[config.mk]
export PLATFORM = sky130hd
export DESIGN_NAME = ecd_stage
export DESIGN_NICKNAME = d
export VERILOG_FILES = /design/src/rtl/ecd_pkg.sv /design/src/rtl/ecd_rail_level.sv /design/src/rtl/ecd_all_tree.sv /design/src/rtl/ecd_hyst2.sv /design/src/rtl/ecd_stage.sv
export SDC_FILE = /design/constraint.sdc
export NUM_CORES = 1
export LEC_CHECK = 0
export BUFFER_PORTS_ARGS = -buffer_cell sky130_fd_sc_hd__buf_2
export CORE_AREA = 2 2 39 41
export DETAILED_ROUTE_END_ITERATION = 10
export DIE_AREA = 0 0 41 43
export SYNTH_ARGS = -nofsm -noshare
export SYNTH_HDL_FRONTEND = slang
export SYNTH_SLANG_ARGS = --single-unit
[constraint.sdc]
create_clock -name clk -period 0.95 [get_ports clk]
set_input_delay 0.19 -clock clk [delete_from_list [all_inputs] [get_ports clk]]
set_output_delay 0.19 -clock clk [all_outputs]
set_load 0.005 [all_outputs]
[src/rtl/ecd_pkg.sv]
`timescale 1ns/1ps
package ecd_pkg;

    typedef enum logic {
        REQ_NULL = 1'b0,
        REQ_DATA = 1'b1
    } req_e;

    // A dual-rail bit carries a valid code when either rail is raised
    function automatic logic rail_valid(input logic r0, input logic r1);
        return r0 | r1;
    endfunction

    // Detection gates only sleep when both copies agree
    function automatic logic joint_sleep(input logic sa, input logic sb);
        return sa & sb;
    endfunction

    // Number of tree levels for a given width (at least one)
    function automatic int tree_levels(input int width);
        return (width > 1) ? $clog2(width) : 1;
    endfunction

endpackage

[src/rtl/ecd_rail_level.sv]
`timescale 1ns/1ps
module ecd_rail_level
    import ecd_pkg::*;
#(
    parameter int N = 8
) (
    input  logic [N-1:0] r0,
    input  logic [N-1:0] r1,
    input  logic         slp_a,
    input  logic         slp_b,
    output logic [N-1:0] bit_ok
);
    logic asleep;
    assign asleep = joint_sleep(slp_a, slp_b);

    // First-level gate per dual-rail bit, held at NULL while slept
    for (genvar i = 0; i < N; i++) begin : g_bit
        assign bit_ok[i] = ~asleep & rail_valid(r0[i], r1[i]);
    end
endmodule

[src/rtl/ecd_all_tree.sv]
`timescale 1ns/1ps
module ecd_all_tree
    import ecd_pkg::*;
#(
    parameter int N = 8
) (
    input  logic [N-1:0] leaves,
    output logic         all_set
);
    localparam int LVL = tree_levels(N);
    localparam int P   = 1 << LVL;

    // Heap-ordered node array: node[1] is the root, leaves at P..2P-1
    logic node [1:2*P-1];

    for (genvar i = 0; i < P; i++) begin : g_leaf
        if (i < N) begin : g_real
            assign node[P+i] = leaves[i];
        end else begin : g_pad
            assign node[P+i] = 1'b1;
        end
    end

    for (genvar k = 1; k < P; k++) begin : g_node
        assign node[k] = node[2*k] & node[2*k+1];
    end

    assign all_set = node[1];
endmodule

[src/rtl/ecd_hyst2.sv]
`timescale 1ns/1ps
module ecd_hyst2 #(
    parameter bit INIT   = 1'b0,
    parameter bit INVERT = 1'b0
) (
    input  logic clk,
    input  logic rst,
    input  logic a,
    input  logic b,
    output logic y
);
    logic st;

    // Two-input gate with hysteresis: set on both high, clear on both low
    always_ff @(posedge clk) begin
        if (rst)
            st <= INIT;
        else if (a && b)
            st <= 1'b1;
        else if (!a && !b)
            st <= 1'b0;
    end

    assign y = INVERT ? ~st : st;

    AST_HYST_HOLD: assert property (@(posedge clk) disable iff (rst)
        (a != b) |=> (st == $past(st)));

    AST_HYST_SET: assert property (@(posedge clk) disable iff (rst)
        (a && b) |=> st);
endmodule

[src/rtl/ecd_stage.sv]
`timescale 1ns/1ps
module ecd_stage
    import ecd_pkg::*;
#(
    parameter int N = 8
) (
    input  logic         clk,
    input  logic         rst,
    input  logic [N-1:0] d_r0,
    input  logic [N-1:0] d_r1,
    input  logic         slp_a,
    input  logic         slp_b,
    input  logic         ki_a,
    input  logic         ki_b,
    output logic         ko
);
    logic [N-1:0] bit_ok;
    logic         all_data;
    logic         det_q;
    logic         req_merged;
    logic         asleep;

    assign asleep = joint_sleep(slp_a, slp_b);

    ecd_rail_level #(.N(N)) u_level (
        .r0     (d_r0),
        .r1     (d_r1),
        .slp_a  (slp_a),
        .slp_b  (slp_b),
        .bit_ok (bit_ok)
    );

    ecd_all_tree #(.N(N)) u_tree (
        .leaves  (bit_ok),
        .all_set (all_data)
    );

    // Completion flag: raised by complete DATA, cleared only by a joint sleep
    always_ff @(posedge clk) begin
        if (rst)
            det_q <= 1'b0;
        else if (asleep)
            det_q <= 1'b0;
        else if (all_data)
            det_q <= 1'b1;
    end

    // Merge of next-stage requests from both copies
    ecd_hyst2 #(.INIT(1'b0), .INVERT(1'b0)) u_merge (
        .clk (clk),
        .rst (rst),
        .a   (ki_a),
        .b   (ki_b),
        .y   (req_merged)
    );

    // Final inverting hysteresis gate producing the acknowledge
    ecd_hyst2 #(.INIT(1'b0), .INVERT(1'b1)) u_final (
        .clk (clk),
        .rst (rst),
        .a   (req_merged),
        .b   (det_q),
        .y   (ko)
    );

    AST_KO_RESET: assert property (@(posedge clk)
        rst |=> (ko == REQ_DATA));

    AST_DET_NEEDS_DATA: assert property (@(posedge clk) disable iff (rst)
        $rose(det_q) |-> $past(&(d_r0 | d_r1)));

    AST_SINGLE_SLEEP_KEEPS: assert property (@(posedge clk) disable iff (rst)
        (det_q && !(slp_a && slp_b)) |=> det_q);

    AST_KO_FALL_NEEDS_REQ: assert property (@(posedge clk) disable iff (rst)
        $fell(ko) |-> $past(req_merged));

    AST_JOINT_SLEEP_CLEARS: assert property (@(posedge clk) disable iff (rst)
        (slp_a && slp_b) |=> !det_q);
endmodule

# == Word level (Yosys, flattened, before mapping) ==
# Index checks and enable logic that the tools add are counted.
# classes
mux,4
n_reduce_logical,11
bitwise,26
# ops
op,count
1-bit AND,16
1-bit OR,8
1-bit logical AND,4
1-bit zero test,4
1-bit 2-to-1 mux,4
2-bit nonzero test,2
1-bit inverter,2
2-bit OR reduction,1
# word_totals
input_bits,22
out_inout_bits,1
reg_bits,3
word_cells,44

# == Logic depth before layout (Yosys ltp) ==
# Gate-level depths: netlist of the first run.
# depth
ltp_word,6
mapped_depth,3
mapped_depth_nobuf,3

# == Modules after synthesis ==
# From an unflattened synthesis of the first run, not the netlist that was laid out.
# hier_totals
cells_unflattened,25
hier_area_um2,291.5
# modules_own_cells
module,instances,area_per_inst_um2,seq_area_each_um2,cells_each
ecd_rail_level,1,142.6,0.0,10
ecd_hyst2 (u_final),1,50.0,20.0,5
ecd_hyst2 (u_merge),1,46.3,20.0,4
ecd_stage,1,36.3,20.0,3
ecd_all_tree,1,16.3,0.0,3

# == Worst setup path after synthesis of the first run ==
# Ideal clock, no wire load.
# synth_path
path_type,reg-to-reg
start,register det_q
end,register u_final.st
arrival_ps,776
path_stages_with_launch,4
t_required_ps,836
setup_ps,114
path_buffers,0
setup_slack_ps,60
synth_period_minus_slack_ps,890
cell_sequence,dfxtp_1 -> ha_1 -> mux2i_1 -> nor2_1
# synth_between
elab_chain_cells,3
word_cells_on_any_way,5
cone_classes,1 x mux; 4 x reduce/logical
# synth_lines
element,line_no,rtl
"start, declared",ecd_stage.sv:19,logic det_q;
"start signal, assigned",ecd_stage.sv:41,det_q <= 1'b0;
"start signal, assigned",ecd_stage.sv:43,det_q <= 1'b0;
"start signal, assigned",ecd_stage.sv:45,det_q <= 1'b1;
1-bit zero test,ecd_hyst2.sv:20,else if (!a && !b)
1-bit logical AND,ecd_hyst2.sv:20,
2-bit nonzero test (no source line),-,
"end signal, assigned",ecd_hyst2.sv:17,st <= INIT;
"end signal, assigned",ecd_hyst2.sv:19,st <= 1'b1;
"end signal, assigned",ecd_hyst2.sv:21,st <= 1'b0;
"end, declared",ecd_hyst2.sv:12,logic st;
# Several ways; a longest one is shown, not always the timed one.
# A chain may end at the register's enable or synchronous reset.

# == Final worst setup path of the first run ==
# layout_path
start,register u_final.st
end,output ko
# layout_between
elab_chain_cells,1
# layout_lines
element,line_no,rtl
1-bit inverter,ecd_hyst2.sv:24,assign y = INVERT ? ~st : st;
"end, declared",ecd_stage.sv:15,output logic ko
# Every way passes these cells.

==> results.json, run 1 <==
{
  "path_class": "flip-flop to output pin",
  "finalCritPeriodShare_pct": 95.4,
  "clkTransAtPathRegs_ns": 0.04,
  "globalRouteOverflowTotal": 0,
  "io_pins": 23,
  "final_common_cell": "buf_2",
  "rsz0062_at_grt": "no",
  "fin_crit_ns": 0.907,
  "clockBufferDepth": 2,
  "vdd.ir_drop.worst_mv": 0.357,
  "powerDensity_nw_per_um2": 1320,
  "critPathRequiredTime_ns": 0.76,
  "grt.total_usage_pct": 6.32,
  "antenna_found_initial": 0,
  "viasPerCell": 3.90,
  "drc": 0,
  "via_count": 230,
  "num_antenna_cells": 0,
  "dpl.hpwl_microns": 423,
  "numCtsBuffers": 3,
  "cp_max_fo": 2,
  "cap_violations": 0,
  "numClockSinks": 3,
  "drt-total-wl_microns": 548,
  "rows": 14,
  "ys_ff_latch": 3,
  "initial_core_util_pct": 11.6,
  "synth_fp_nets": 41,
  "timing.fmax_mhz": 1100,
  "synth_warnings": 0,
  "setup-tns-final_ns": 0,
  "clk_latency_ns": 0.23,
  "finalPower_mw": 0.437,
  "p_leak_nw": 0.163,
  "synthCells": 17,
  "clock_skew_ns": 0.00130,
  "relSlewSlack_pct": 82.0,
  "multi_input_area_sq_um": 109,
  "wire_per_inst_microns": 9.29,
  "final_util_pct": 24.0,
  "syn_area_sq_um": 160,
  "final-max-slew-violation-count": 0,
  "grt_pass1_wl_microns": 600,
  "setup_violations": 0,
  "h-tree-depth": 1,
  "final_cell_mix": "buf_2, o22ai_1, clkbuf_4",
  "startpoint_type": "flip-flop",
  "fin_nets": 68,
  "grt_pass1_vias": 196,
  "grt_max_degree": 4,
  "critPathArrivalTime_ns": 0.72,
  "fill_cells": 164,
  "die_x_microns": 41,
  "cp-end-kind": "output pin",
  "die_h_microns": 43,
  "seq_area_sq_um": 62.6,
  "hold_path_class": "input port to flip-flop",
  "port_buffers": 22,
  "die-area_sq_um": 1760,
  "cts_tree": "built",
  "synthToLayoutAreaGrowth_pct": 107,
  "globalplace.congestion": 0.586,
  "drt_iter0_markers": 1,
  "drive_above_1_share_pct": 65.1,
  "core_sq_um": 1380,
  "status": "completed",
  "post_cts_buffers": 0,
  "ant_nets": 0,
  "final-hold-violation-count": 0,
  "seq_area_frac_synth_pct": 37.5,
  "drt_first_pass_iters": 2,
  "cts_root_buf": "clkbuf_4",
  "ys_types": 9,
  "tightest_slew_ns": 0.267,
  "avgSynthCellArea_sq_um": 9.42
}
critical path, cell delays in order, from the launching register on:
cell,delay [ns]
dfxtp_1,0.33
inv_1,0.04
buf_2,0.11
worst paths after layout:
check | from | to | slack (ns) | cells past startpoint
setup reg to reg | det_q$_SDFFE_PP0P_ | u_final.st$_SDFFE_PP0P_ | 0.05 | 3
setup / recovery | u_final.st$_SDFFE_PP0P_ | ko | 0.04 | 2
hold / removal | rst | u_merge.y$_SDFFE_PP0P_ | 0.14 | 2
hold reg to reg | det_q$_SDFFE_PP0P_ | det_q$_SDFFE_PP0P_ | 0.49 | 1
layer usage:
layer / global-route usage, % / part of all wire (%)
met1: 2.24 / 27
met2: 10.9 / 52
met3: 4.71 / 19
met4: 8.00 / 2.0
met5: 0 / 0
per-stage QoR:
stage | std cells | cell area [sq um] | setup WS [ns] | hold slack, ns
2_1_floorplan | 17 | 160 | 0.0596 | 0.262
3_3_place_gp | 55 | 290 | 0.0392 | 0.395
3_5_place_dp | 55 | 290 | 0.0338 | 0.397
4_1_cts | 59 | 317 | 0.0306 | 0.149
5_1_grt | 59 | 332 | 0.00361 | 0.155
6_report | 59 | 332 | 0.0435 | 0.143
synth_stat cells:
cell type,n,area share [%]
o22ai_1,4,16
a21oi_1,1,3.1
nor4_1,1,3.9
mux2i_1,2,13
dfxtp_1,3,38
o21a_1,1,4.7
nor2_1,2,4.7
ha_1,2,16
inv_1,1,2.3
power breakdown:
part / total, mW / leakage, nW / switching, mW / internal (mW)
Sequential: 0.136 / 0.0252 / 0.00419 / 0.132
Combinational: 0.0746 / 0.123 / 0.0251 / 0.0496
Clock: 0.226 / 0.0150 / 0.0685 / 0.158
repair_timing:
action / 4_1_cts / 5_1_grt
gates resized for setup: 0 / 3
hold buffers: 0 / 0
setup endpoints to repair: 0 / 1
state kept, by name, indices dropped and copies added, names as in the netlist:
register / flops
u_final.st: 1
u_merge.y: 1
det_q: 1
area by class of cell:
class | count | share of cell area [%]
inverters | 1 | 1.13
flip-flops and latches | 3 | 18.9
repair buffers | 22 | 33.2
multi-input cells | 13 | 32.8
well taps | 16 | 6.04
clock buffers | 4 | 7.92
cells by family (layout without fill, tap and decap cells):
logic type,Yosys count,after routing,share of synthesized area [%]
DFF,3,3,37.5
buffers and inverters,1,27,2.34
adders and majority gates,2,2,15.6
muxes,2,2,12.5
AOI/OAI and AO/OA,6,6,23.4
and+or+nand+nor,3,3,8.60
Note: power is estimated with default switching activity, not from simulation.
==> run 2, diff against run 1 <==
==> constraint.sdc (replaced) <==
create_clock -name clk -period 0.85 [get_ports clk]
set_input_delay 0.17 -clock clk [delete_from_list [all_inputs] [get_ports clk]]
set_output_delay 0.17 -clock clk [all_outputs]
set_load 0.005 [all_outputs]
==> run 2 against run 1 <==
Critical path type is now flip-flop to flip-flop. The run now ends with negative setup slack left. Critical path depth up 1. First-iteration DRC count rose to 6.0 times the previous value. Sequential power up 12%. Power up 10%.
==> results.json, run 2 (synthesis gave the netlist of run 1 again) <==
{
  "final_util_pct": 24.0,
  "grt_pass1_wl_microns": 710,
  "min_to": "u_merge.y$_SDFFE_PP0P_",
  "hold_path_class": "input port to flip-flop",
  "clockPowerShare_pct": 51.8,
  "num_antenna_cells": 0,
  "viasPerCell": 3.66,
  "fin_nets": 68,
  "finalCritPeriodShare_pct": 107,
  "powerDensity_nw_per_um2": 1450,
  "port_buffers": 22,
  "multi_input_area_sq_um": 109,
  "cts_resized": 0,
  "critPathRequiredTime_ns": 0.97,
  "r2r_end": "u_final.st$_SDFFE_PP0P_",
  "clockBufferDepth": 2,
  "globalRouteOverflowTotal": 0,
  "setup_violations": 2,
  "ant_nets": 0,
  "numClockSinks": 3,
  "core_sq_um": 1380,
  "clk_latency_ns": 0.23,
  "antenna_found_initial": 0,
  "status": "finished with violations",
  "synthToLayoutAreaGrowth_pct": 107,
  "critPathArrivalTime_ns": 1.03,
  "grt_pass1_vias": 202,
  "cts_root_buf": "clkbuf_4",
  "seq_area_sq_um": 62.6,
  "io_pins": 23,
  "timing.fmax_mhz": 1100,
  "fin_crit_ns": 0.911,
  "final-hold-violation-count": 0,
  "holdWs_ns": 0.118,
  "min_delay_path_depth": 2,
  "cp-end-kind": "flip-flop",
  "h-tree-depth": 1,
  "drt_iter0_markers": 6,
  "layout_setup_ws_ns": -0.0607,
  "p_leak_nw": 0.163,
  "die-area_sq_um": 1760,
  "swShare_pct": 21.6,
  "cap_violations": 0,
  "drive_above_1_share_pct": 65.1,
  "grt_max_degree": 4,
  "final_common_cell": "buf_2",
  "drc": 0,
  "rsz0062_at_grt": "yes",
  "p_sw_mw": 0.104,
  "final-max-slew-violation-count": 0,
  "vdd.ir_drop.worst_mv": 0.386,
  "drt-total-wl_microns": 483,
  "clock_skew_ns": 0.00323,
  "rows": 14,
  "startpoint_type": "flip-flop",
  "relSlewSlack_pct": 79.7,
  "via_count": 216,
  "initial_core_util_pct": 11.6,
  "p_seq_share_pct": 31.5,
  "drt_first_pass_iters": 2,
  "path_class": "flip-flop to flip-flop",
  "grt.total_usage_pct": 6.91,
  "cp_max_fo": 2,
  "clkTransAtPathRegs_ns": 0.04,
  "die_x_microns": 41,
  "reg2reg_slack_ns": -0.06,
  "die_h_microns": 43,
  "fill_cells": 161,
  "rr_worst_depth": 3,
  "final_cell_mix": "buf_2, o22ai_1, clkbuf_4",
  "p_comb_share_pct": 16.8,
  "dpl.hpwl_microns": 424,
  "p_int_mw": 0.378,
  "cts_tree": "built",
  "violations": "negative setup slack",
  "regToRegStartpoint": "u_merge.y$_SDFFE_PP0P_",
  "numCtsBuffers": 3,
  "wire_per_inst_microns": 8.19,
  "globalplace.congestion": 0.560,
  "tightest_slew_ns": 0.302,
  "hold_buffers": 0,
  "hp-start": "rst"
}
[run 2: power by group through the flow]
stage / logic, mW / clock network, mW / registers [mW]
floorplan: 0.0305 / 0 / 0.153
global placement: 0.0806 / 0 / 0.154
detailed placement: 0.0817 / 0 / 0.154
CTS: 0.0819 / 0.260 / 0.152
global route: 0.0910 / 0.272 / 0.152
finish: 0.0809 / 0.249 / 0.152
[run 2: worst max-delay path: stages (launching register included)]
cell	delay [ns]
dfxtp_2	0.32
ha_4	0.25
mux2i_1	0.17
nor2_1	0.05
[run 2: layer usage]
layer  wire (microns)  GRT usage (%)  vias to the layer above
met1              167           5.73                       96
met4                0           10.0                        0
li1                 -              -                      117
met3               18           3.14                        0
met2              296           9.38                        3
met5                0              0                        -
[run 2: layout make-up]
class | instances | share of cell area (%)
well taps | 16 | 6.04
multi-input cells | 13 | 32.8
inverters | 1 | 1.13
clock buffers | 4 | 7.92
flip-flops and latches | 3 | 18.9
repair buffers | 22 | 33.2
[run 2: repair_timing]
| action | CTS | global route |
|---|---|---|
| endpoints found under the setup margin | 2 | 2 |
| hold endpoints to repair | 0 | 0 |
| pin swaps | 1 | 0 |
| buffers inserted | 0 | 0 |
[run 2: worst max path at each step]
stage                      startpoint                      end  slack (ns)
3_3_place_gp       det_q$_SDFFE_PP0P_  u_final.st$_SDFFE_PP0P_       -0.05
3_5_place_dp       det_q$_SDFFE_PP0P_  u_final.st$_SDFFE_PP0P_       -0.07
6_report       u_merge.y$_SDFFE_PP0P_  u_final.st$_SDFFE_PP0P_       -0.06
4_1_cts        u_merge.y$_SDFFE_PP0P_  u_final.st$_SDFFE_PP0P_       -0.07
5_1_grt        u_merge.y$_SDFFE_PP0P_  u_final.st$_SDFFE_PP0P_       -0.09
2_1_floorplan      det_q$_SDFFE_PP0P_  u_final.st$_SDFFE_PP0P_       -0.04
[run 2: stage by stage]
step / setup WS (ns) / cell area [sq um] / power [mW] / setup TNS [ns] / std cells
finish: -0.0607 / 332 / 0.482 / -0.0876 / 59
detailed placement: -0.0719 / 305 / 0.236 / -0.157 / 55
global placement: -0.0538 / 305 / 0.234 / -0.130 / 55
CTS: -0.0715 / 332 / 0.494 / -0.108 / 59
floorplan: -0.0372 / 175 / 0.184 / -0.0372 / 17
global route: -0.0901 / 332 / 0.515 / -0.180 / 59
==> run 3, diff against run 2 <==
--- a/config.mk
+++ b/config.mk
@@ -6,9 +6,11 @@
 export NUM_CORES = 1
 export LEC_CHECK = 0
 export BUFFER_PORTS_ARGS = -buffer_cell sky130_fd_sc_hd__buf_2
+export CAP_MARGIN = 25
 export CORE_AREA = 2 2 39 41
 export DETAILED_ROUTE_END_ITERATION = 10
 export DIE_AREA = 0 0 41 43
+export GPL_TIMING_DRIVEN = 0
 export SYNTH_ARGS = -nofsm -noshare
 export SYNTH_HDL_FRONTEND = slang
 export SYNTH_SLANG_ARGS = --single-unit
==> constraint.sdc (replaced) <==
create_clock -name clk -period 0.85 [get_ports clk]
set_input_delay 0.0425 -clock clk [delete_from_list [all_inputs] [get_ports clk]]
set_output_delay 0.0425 -clock clk [all_outputs]
set_load 0.005 [all_outputs]
==> run 3 against run 2 <==
The run still ends with negative setup slack left. Clock-buffer cell count is the same. First-iteration DRC count decreased by 100%. Clock skew down 0.00097 ns. Core utilization increased by 0.99 points. Setup slack better by 0.0016 ns. Sequential share of layout area is 0.75 points lower. Highest routed layer is now met4.
==> results.json, run 3 (synthesis gave the netlist of run 1 again) <==
{
  "antenna_found_initial": 0,
  "violations": "negative setup slack",
  "setup_violations": 1,
  "seq_area_sq_um": 62.6,
  "wire_per_inst_microns": 7.80,
  "num_antenna_cells": 0,
  "rsz0062_at_grt": "yes",
  "holdWs_ns": 0.0758,
  "fin_nets": 69,
  "drt_iter0_markers": 0,
  "layout_setup_ws_ns": -0.0591,
  "path_class": "flip-flop to flip-flop",
  "die_x_microns": 41,
  "globalRouteOverflowTotal": 0,
  "cp_slowest_cell": "dfxtp_2",
  "vdd.ir_drop.worst_mv": 0.453,
  "place_ws_ns": -0.0656,
  "p_sw_mw": 0.101,
  "setup-tns-final_ns": -0.0591,
  "drt-total-wl_microns": 468,
  "grt_pass1_wl_microns": 717,
  "cp-end-kind": "flip-flop",
  "grt_max_degree": 4,
  "relSlewSlack_pct": 81.9,
  "clk_latency_ns": 0.23,
  "tightest_slew_ns": 0.268,
  "cts_root_buf": "clkbuf_4",
  "numCtsBuffers": 3,
  "final-hold-violation-count": 0,
  "cp_cell_sequence": "ha_4 > mux2i_1 > nor2_1",
  "numClockSinks": 3,
  "startpoint_type": "flip-flop",
  "p_leak_nw": 0.167,
  "final-max-slew-violation-count": 0,
  "synthToLayoutAreaGrowth_pct": 116,
  "cts_tree": "built",
  "fill_cells": 157,
  "rows": 14,
  "status": "finished with violations",
  "fin_crit_ns": 0.909,
  "cp_slowest_stage_delay_ns": 0.32,
  "drt_first_pass_iters": 1,
  "via_count": 228,
  "final_cell_mix": "buf_2, o22ai_1, clkbuf_4",
  "globalplace.congestion": 0.564,
  "finalPower_mw": 0.483,
  "io_pins": 23,
  "grt_pass1_vias": 201,
  "timing.fmax_mhz": 1100,
  "die_h_microns": 43,
  "clock_skew_ns": 0.00226,
  "swShare_pct": 20.9,
  "final_common_cell": "buf_2",
  "critPathRequiredTime_ns": 0.97,
  "ant_nets": 0,
  "finalCritPeriodShare_pct": 107,
  "hold_path_class": "input port to flip-flop",
  "final_util_pct": 25.0,
  "core_sq_um": 1380,
  "initial_core_util_pct": 11.6,
  "critPathArrivalTime_ns": 1.03,
  "drc": 0,
  "port_buffers": 22,
  "clockBufferDepth": 2,
  "p_comb_share_pct": 18.2,
  "die-area_sq_um": 1760,
  "p_seq_share_pct": 31.5,
  "viasPerCell": 3.80,
  "cap_violations": 0,
  "multi_input_area_sq_um": 113,
  "p_int_mw": 0.382,
  "clkTransAtPathRegs_ns": 0.04,
  "drive_above_1_share_pct": 65.9,
  "cp_num_buf_inv": 0,
  "crit_family": "flip-flops",
  "h-tree-depth": 1,
  "cp_max_fo": 2,
  "grt.total_usage_pct": 6.60,
  "powerDensity_nw_per_um2": 1400,
  "clockPowerShare_pct": 50.3
}
[run 3: repair_timing]
action,in CTS,in global routing
pin swaps,1,0
hold buffers,1,0
endpoints found under the hold margin,1,0
endpoints found under the setup margin,1,2
setup buffers,0,0
gates resized for setup,0,1
[run 3: per-layer routing]
layer	global-route usage [%]	wire [microns]	vias to the layer above	part of all wire, %
li1	-	-	120	-
met1	5.40	152	99	32
met2	9.69	276	7	59
met3	3.14	24	2	5.1
met4	8.00	13	0	2.8
met5	0	0	-	0
[run 3: worst min-delay path: stages]
cell     delay [ns]
buf_2          0.08
a21oi_2        0.04
o21a_1         0.09
[run 3: path summary, 6_finish.rpt]
check,from,to,slack (ns),cells after the start
min reg2reg,det_q$_SDFFE_PP0P_,det_q$_SDFFE_PP0P_,0.49,1
max,det_q$_SDFFE_PP0P_,u_final.st$_SDFFE_PP0P_,-0.06,3
max reg2reg,det_q$_SDFFE_PP0P_,u_final.st$_SDFFE_PP0P_,-0.06,3
min,slp_b,det_q$_SDFFE_PP0P_,0.08,3
[run 3: power groups by stage]
| stage | registers, mW | clock network, mW | logic [mW] |
|---|---|---|---|
| 2_1_floorplan | 0.153 | 0 | 0.0305 |
| 3_3_place_gp | 0.154 | 0 | 0.0804 |
| 3_5_place_dp | 0.154 | 0 | 0.0816 |
| 4_1_cts | 0.152 | 0.255 | 0.0861 |
| 5_1_grt | 0.153 | 0.271 | 0.0988 |
| 6_report | 0.152 | 0.243 | 0.0877 |
[run 3: area by class of cell]
type                            instances  share of cell area, %
Tap cell                               16                   5.80
Inverter                                1                   1.09
Timing Repair Buffer                   23                   34.8
Multi-Input combinational cell         13                   32.6
Clock buffer                            4                   7.61
Sequential cell                         3                   18.1
[run 3: through the flow]
stage / instance area (sq um) / instances
floorplan: 175 / 17
global placement: 305 / 55
detailed placement: 305 / 55
CTS: 342 / 60
global route: 345 / 60
finish: 345 / 60
